`src/rtl/boot_pkg.sv`:
```
package boot_pkg;

  // Kind of bus slot the control asks the datapath to produce
  typedef enum logic [1:0] {
    SLOT_IDLE,
    SLOT_START,
    SLOT_BIT,
    SLOT_STOP
  } slot_e;

  // Strobes from control to datapath, held constant for a whole slot
  typedef struct packed {
    slot_e kind;
    logic  bitOut;   // 1 = release line, 0 = pull low
    logic  shiftRx;  // capture the sampled bit into the receive register
  } slot_cmd_t;

  localparam logic [6:0]  DEV_ID     = 7'b1010_000;
  localparam logic [15:0] START_ADDR = 16'h0000;

endpackage

```
`src/rtl/boot_bus_dp.sv`:
```
module boot_bus_dp
  import boot_pkg::*;
#(
  parameter int CLK_DIV = 256
) (
  input  logic      clk,
  input  logic      rstN,
  input  slot_cmd_t cmd,
  input  logic      sdaIn,
  output logic      slotEnd,
  output logic      sclOut,
  output logic      sdaOe,
  output logic      sampled,
  output logic [7:0] rxByte
);

  localparam int QTR = CLK_DIV / 4;
  localparam int QW  = (QTR > 1) ? $clog2(QTR) : 1;

  logic [QW-1:0] qCnt;
  logic [1:0]    quarter;
  logic [1:0]    nextQ;
  logic          active;
  logic          qLast;
  logic          enterQ;
  logic          edgeKind;

  assign active   = (cmd.kind != SLOT_IDLE);
  assign qLast    = (qCnt == QW'(QTR - 1));
  assign enterQ   = active && qLast;
  assign nextQ    = quarter + 2'd1;
  assign slotEnd  = enterQ && (quarter == 2'd3);
  assign edgeKind = (cmd.kind == SLOT_START) || (cmd.kind == SLOT_STOP);

  // quarter-slot timer: q0,q1 clock low; q2,q3 clock high
  always_ff @(posedge clk or negedge rstN) begin
    if (!rstN) begin
      qCnt    <= '0;
      quarter <= 2'd0;
    end else if (!active) begin
      qCnt    <= '0;
      quarter <= 2'd0;
    end else if (qLast) begin
      qCnt    <= '0;
      quarter <= nextQ;
    end else begin
      qCnt <= qCnt + 1'b1;
    end
  end

  // pin generation and sampling
  always_ff @(posedge clk or negedge rstN) begin
    if (!rstN) begin
      sclOut  <= 1'b1;
      sdaOe   <= 1'b0;
      sampled <= 1'b1;
      rxByte  <= '0;
    end else if (!active) begin
      sclOut <= 1'b1;
      sdaOe  <= 1'b0;
    end else if (enterQ) begin
      sclOut <= nextQ[1] | ((cmd.kind == SLOT_STOP) & (nextQ == 2'd0));
      case (nextQ)
        2'd1: sdaOe <= (cmd.kind == SLOT_BIT) ? !cmd.bitOut : (cmd.kind == SLOT_STOP);
        2'd3: begin
          sampled <= sdaIn;
          if (cmd.kind == SLOT_START) sdaOe <= 1'b1;
          else if (cmd.kind == SLOT_STOP) sdaOe <= 1'b0;
          if ((cmd.kind == SLOT_BIT) && cmd.shiftRx) rxByte <= {rxByte[6:0], sdaIn};
        end
        default: ;
      endcase
    end
  end


  sda_only_moves_when_low_chk: assert property (@(posedge clk) disable iff (!rstN)
    (sclOut && $past(sclOut) && (sdaOe != $past(sdaOe))) |-> $past(edgeKind));

endmodule

```
`src/rtl/boot_seq_ctrl.sv`:
```
module boot_seq_ctrl
  import boot_pkg::*;
#(
  parameter int IMAGE_BYTES = 64
) (
  input  logic       clk,
  input  logic       rstN,
  input  logic       slotEnd,
  input  logic       sampled,
  input  logic [7:0] rxByte,
  output slot_cmd_t  cmd,
  output logic [7:0] dataOut,
  output logic       dataValid,
  output logic       done,
  output logic       bootErr
);

  localparam int CW = (IMAGE_BYTES > 1) ? $clog2(IMAGE_BYTES) : 1;

  typedef enum logic [2:0] {ST_START, ST_TX, ST_RSTART, ST_RX, ST_STOP, ST_DONE} st_e;

  st_e           state;
  logic [7:0]    txShift;
  logic [3:0]    bitIdx;
  logic [1:0]    preIdx;
  logic [CW-1:0] rdCnt;
  logic          ackSlot;
  logic          lastByte;

  assign ackSlot  = (bitIdx == 4'd8);
  assign lastByte = (rdCnt == CW'(IMAGE_BYTES - 1));

  always_comb begin
    cmd = '{kind: SLOT_IDLE, bitOut: 1'b1, shiftRx: 1'b0};
    case (state)
      ST_START, ST_RSTART: cmd.kind = SLOT_START;
      ST_TX: begin
        cmd.kind   = SLOT_BIT;
        cmd.bitOut = ackSlot ? 1'b1 : txShift[7];
      end
      ST_RX: begin
        cmd.kind    = SLOT_BIT;
        cmd.bitOut  = ackSlot ? lastByte : 1'b1;
        cmd.shiftRx = !ackSlot;
      end
      ST_STOP: begin
        cmd.kind   = SLOT_STOP;
        cmd.bitOut = 1'b0;
      end
      default: ;
    endcase
  end

  always_ff @(posedge clk or negedge rstN) begin
    if (!rstN) begin
      state     <= ST_START;
      txShift   <= '0;
      bitIdx    <= '0;
      preIdx    <= '0;
      rdCnt     <= '0;
      dataOut   <= '0;
      dataValid <= 1'b0;
      done      <= 1'b0;
      bootErr   <= 1'b0;
    end else begin
      dataValid <= 1'b0;
      if (slotEnd) begin
        case (state)
          ST_START: begin
            state   <= ST_TX;
            txShift <= {DEV_ID, 1'b0};
            bitIdx  <= '0;
            preIdx  <= 2'd0;
          end
          ST_RSTART: begin
            state   <= ST_TX;
            txShift <= {DEV_ID, 1'b1};
            bitIdx  <= '0;
            preIdx  <= 2'd3;
          end
          ST_TX: begin
            if (!ackSlot) begin
              txShift <= {txShift[6:0], 1'b0};
              bitIdx  <= bitIdx + 4'd1;
            end else if (sampled) begin
              bootErr <= 1'b1;
              state   <= ST_STOP;
            end else begin
              bitIdx <= '0;
              case (preIdx)
                2'd0: begin
                  txShift <= {3'b000, START_ADDR[12:8]};
                  preIdx  <= 2'd1;
                end
                2'd1: begin
                  txShift <= START_ADDR[7:0];
                  preIdx  <= 2'd2;
                end
                2'd2: state <= ST_RSTART;
                default: begin
                  state <= ST_RX;
                  rdCnt <= '0;
                end
              endcase
            end
          end
          ST_RX: begin
            if (!ackSlot) begin
              bitIdx <= bitIdx + 4'd1;
              if (bitIdx == 4'd7) begin
                dataOut   <= rxByte;
                dataValid <= 1'b1;
              end
            end else if (lastByte) begin
              state <= ST_STOP;
            end else begin
              bitIdx <= '0;
              rdCnt  <= rdCnt + 1'b1;
            end
          end
          ST_STOP: begin
            state <= ST_DONE;
            done  <= 1'b1;
          end
          default: ;
        endcase
      end
    end
  end


  valid_one_cycle_chk: assert property (@(posedge clk) disable iff (!rstN)
    dataValid |=> !dataValid);


  done_sticky_chk: assert property (@(posedge clk) disable iff (!rstN)
    $past(done) |-> done);


  err_needs_nack_chk: assert property (@(posedge clk) disable iff (!rstN)
    $rose(bootErr) |-> $past(sampled));


  no_data_after_err_chk: assert property (@(posedge clk) disable iff (!rstN)
    bootErr |-> !dataValid);

endmodule

```
`src/rtl/eeprom_boot_reader.sv`:
```
module eeprom_boot_reader
  import boot_pkg::*;
#(
  parameter int CLK_DIV     = 256,
  parameter int IMAGE_BYTES = 64
) (
  input  logic       clk,
  input  logic       rstN,
  input  logic       sdaIn,
  output logic       sclOut,
  output logic       sdaOe,
  output logic [7:0] dataOut,
  output logic       dataValid,
  output logic       done,
  output logic       bootErr
);

  slot_cmd_t  cmd;
  logic       slotEnd;
  logic       sampled;
  logic [7:0] rxByte;

  boot_bus_dp #(.CLK_DIV(CLK_DIV)) dp_i (
    .clk    (clk),
    .rstN   (rstN),
    .cmd    (cmd),
    .sdaIn  (sdaIn),
    .slotEnd(slotEnd),
    .sclOut (sclOut),
    .sdaOe  (sdaOe),
    .sampled(sampled),
    .rxByte (rxByte)
  );

  boot_seq_ctrl #(.IMAGE_BYTES(IMAGE_BYTES)) ctrl_i (
    .clk      (clk),
    .rstN     (rstN),
    .slotEnd  (slotEnd),
    .sampled  (sampled),
    .rxByte   (rxByte),
    .cmd      (cmd),
    .dataOut  (dataOut),
    .dataValid(dataValid),
    .done     (done),
    .bootErr  (bootErr)
  );


  locked_after_done_chk: assert property (@(posedge clk) disable iff (!rstN)
    (done && $past(done)) |-> ($stable(sclOut) && $stable(sdaOe)));

endmodule

```
`config.mk`:
```
export PLATFORM = sky130hd
export DESIGN_NAME = eeprom_boot_reader
export DESIGN_NICKNAME = d
export VERILOG_FILES = /design/src/rtl/boot_pkg.sv /design/src/rtl/boot_bus_dp.sv /design/src/rtl/boot_seq_ctrl.sv /design/src/rtl/eeprom_boot_reader.sv
export SDC_FILE = /design/constraint.sdc
export NUM_CORES = 1
export LEC_CHECK = 0
export BUFFER_PORTS_ARGS = -buffer_cell sky130_fd_sc_hd__buf_4
export CORE_ASPECT_RATIO = 0.6
export CORE_MARGIN = 10
export CORE_UTILIZATION = 39
export CTS_BUF_LIST = sky130_fd_sc_hd__clkbuf_16
export DETAILED_ROUTE_END_ITERATION = 10
export GPL_TIMING_DRIVEN = 0
export PLACE_DENSITY = 0.64
export SYNTH_ARGS = -nofsm -noshare
export SYNTH_HDL_FRONTEND = slang
export SYNTH_HIERARCHICAL = 1
export SYNTH_SLANG_ARGS = --single-unit
```
`constraint.sdc`:
```
create_clock -name clk -period 4.2 [get_ports clk]
set_clock_uncertainty 0.15 [all_clocks]
set_input_delay 0.84 -clock clk [delete_from_list [all_inputs] [get_ports clk]]
set_output_delay 0.84 -clock clk [all_outputs]
set_load 0.01 [all_outputs]
```
==> results.cfg <==
[die]
start_util_pct = 40.05
num_rows = 23
die_x_um = 126.7
dieArea_mm2 = 0.01064
boundaryPins = 16
die_y_um = 84
core_mm2 = 0.006648

[synthesis]
synth_top_area_share_pct = 47.93
ys_types = 49
yosys_warnings = 6
syn_avg_cell_area_um2 = 10.57
syn_inst = 252
synth.most_common_cell = dfrtp_1
synth_nets = 266
synthFlopType = dfrtp_1
yosys.area.top_type = dfrtp_1
synth_enable_flop_cells = 0
seq_area_frac_synth_pct = 49.91
synthTopCellsByCount = 51 x dfrtp_1, 24 x nand2_1, 18 x o21ai_0, 17 x mux2_2, 15 x a21oi_1
syn_area_mm2 = 0.002663
synth-seq-cells = 53
synth_area_leaders = dfrtp_1 48%, mux2_2 7.2%, ha_1 5.2%, o21ai_0 3.4%, nand2_1 3.4%
ys_async_sr_fraction_pct = 100.0

[detailed_routing]
m1WireLength_mm = 3.008
drtIter0Drc = 196
wl_per_cell_um = 15.46
ant_nets = 0
drc = 0
drt_first_pass_iters = 4
vias = 1965
dr.max_layer_used = met4
dr_wl_met2_mm = 2.290
dr_wl_met3_um = 277
routed_wl_mm = 5.597
viasPerCell = 5.428

[sta]
fin_tns_setup_ns = 0
rsz0062_at_grt = false
fmax_ghz = 0.2701
period_needed_ns = 3.702
setup_viol = 0
slew_headroom_pct = 55.52
drv_slew = 0
worst-slew-pin-transition_ns = 0.6672
hold_viol = 0
whs_ns = 0.3199
fin_crit_sh_pct = 88.14

[global_routing]
global_route.usage.total_pct = 11.19
grt_start_max_net_pins = 54
antenna_found_initial = 0
grt_pass1_vias = 2069
grt_pass1_wl_mm = 10.23
gr-total-overflow = 0

[critical_path]
critPathMaxFanout = 10
end_kind = register
path_cells = clkbuf_1 > clkbuf_1 > a21oi_1 > inv_1 > ha_1 > clkbuf_1 > nor3b_1 > clkbuf_2 > nand3b_1 > or4_1 > o21ai_0 > a22o_1
path_class = reg2reg
path_common_cell = clkbuf_1
crit_path_max_incr_delay_ns = 0.51
worst_setup_path_start_kind = register
critPathRequiredTime_ns = 4.28
cpMaxStageDelayCell = or4_1
critPathArrivalTime_ns = 3.78

[cells_and_area]
regArea_mm2 = 0.001329
antenna-diode-count = 0
nets = 288
stdcell_count = 362
fin_area_mm2 = 0.003034
syn2layout_area_growth_pct = 13.96
multi_input_area_mm2 = 0.001226
drive_above_1_share_pct = 20.73
num-fill-cells = 624

[cts]
clockBufferDepth = 2
cts_resized = 0
postCtsSetupRepairBufs = 0
cts_max_level = 2
ctsHoldBuffers = 0
cts.sinks = 53
clockRootBuffer = clkbuf_16
path_clk_slew_ns = 0.07
cts_tree = built
clk_latency_ns = 0.29
numCtsBuffers = 5

[place]
port_buffers = 15
dp_hpwl_mm = 4.001
dp.cells = 354
place_congestion = 0.8318
place_area_mm2 = 0.002884

[run_status]
status = completed

[power_and_ir_drop]
powerDensity_mw_per_mm2 = 307.7
vdd_ir_drop_max_uv = 172.5
leakage_nw = 1.439

[flow_run]
max_cap_viol_count = 0

[worst_hold_path]
worstHoldPathType = reg2reg
-- where the power goes --
part | leakage (nW) | internal (mW) | switching (mW)
Clock | 0.0704 | 0.224 | 0.188
Sequential | 0.719 | 0.510 | 0
Combinational | 0.649 | 0.00119 | 0.00974
-- routing by layer --
| metal | track usage [%] | vias to the layer above |
|---|---|---|
| met3 | 3.046 | 2 |
| li1 | - | 951 |
| met4 | 2.884 | 0 |
| met1 | 16.10 | 975 |
| met5 | 0 | - |
| met2 | 15.84 | 37 |
-- through the flow --
stage                     utilization (%)  total power [mW]  setup WS, ns
after floorplan                         -            0.5201         1.168
after global placement              43.38            0.5320        0.5490
after detailed placement            43.38            0.5319        0.5578
after CTS                           45.64            0.9485        0.5322
after global routing                45.64            0.9765        0.2271
final                               45.64            0.9336        0.4983
-- registers in the layout (all words and copies together), names as in the netlist --
name and count:
dp_i/sdaOe 1, dp_i/quarter 2, ctrl_i/txShift 8, ctrl_i/bitIdx 4
ctrl_i/dataOut 8, ctrl_i/dataValid 1, ctrl_i/done 1, dp_i/sclOut 1
dp_i/rxByte 8, ctrl_i/preIdx 2, dp_i/sampled 1, ctrl_i/bootErr 1
ctrl_i/state 3, ctrl_i/rdCnt 6, dp_i/qCnt 6
-- layout make-up --
class | instances | area share, %
Buffer | 13 | 2.186
Clock buffer | 5 | 4.124
Clock inverter | 3 | 0.8247
Inverter | 11 | 1.361
Multi-Input combinational cell | 175 | 40.41
Sequential cell | 53 | 43.79
Tap cell | 87 | 3.588
Timing Repair Buffer | 15 | 3.711
-- worst max-delay path, delay by kind of cell, from the launching register on --
| kind | cells | cell delay, ns |
|---|---|---|
| buf+inv | 5 | 1.16 |
| fa+ha+maj | 1 | 0.25 |
| flops | 1 | 0.45 |
| compound gates | 3 | 0.65 |
| simple gates | 3 | 0.98 |
-- cell families after synthesis --
| logic type | count (synthesis) | share of synthesized area [%] |
|---|---|---|
| XOR/XNOR | 4 | 1.316 |
| adder cells (fa/ha/maj) | 11 | 5.169 |
| AO/OA/AOI/OAI | 61 | 14.61 |
| buffers and inverters | 24 | 4.041 |
| AND/OR/NAND/NOR | 81 | 17.39 |
| flip-flops | 53 | 49.91 |
| multiplexers | 18 | 7.566 |
-- worst paths after layout --
| path | to | slack, ns | cells after the start | from |
|---|---|---|---|---|
| setup / recovery | ctrl_i/rdCnt[5]$_DFFE_PN0P_ | 0.50 | 12 | ctrl_i/state[1]$_DFFE_PN0P_ |
| hold / removal | ctrl_i/bootErr$_DFFE_PN0P_ | 0.32 | 1 | ctrl_i/bootErr$_DFFE_PN0P_ |
| setup reg to reg | ctrl_i/rdCnt[5]$_DFFE_PN0P_ | 0.50 | 12 | ctrl_i/state[1]$_DFFE_PN0P_ |
| hold reg to reg | ctrl_i/bootErr$_DFFE_PN0P_ | 0.32 | 1 | ctrl_i/bootErr$_DFFE_PN0P_ |
| max in group asynchronous | dp_i/quarter[0]$_DFFE_PN0P_ | 3.02 | 1 | rstN |
| min in group asynchronous | ctrl_i/dataOut[4]$_DFFE_PN0P_ | 0.43 | 1 | rstN |
-- cell usage in the layout (no fill, tap or decap), types with 3 or more instances in the layout --
cell / count
a21oi_1: 15
a31oi_1: 5
and3_1: 3
buf_2: 7
buf_4: 15
clkbuf_1: 4
clkbuf_16: 5
dfrtp_1: 51
ha_1: 11
inv_1: 11
mux2_2: 17
nand2_1: 24
nand2b_1: 4
nand3_1: 9
nor2_1: 10
nor2b_1: 6
nor3_1: 8
nor3b_1: 3
o21ai_0: 18
o31ai_1: 4
o41ai_1: 4
Note: power is estimated with default switching activity, not from simulation.
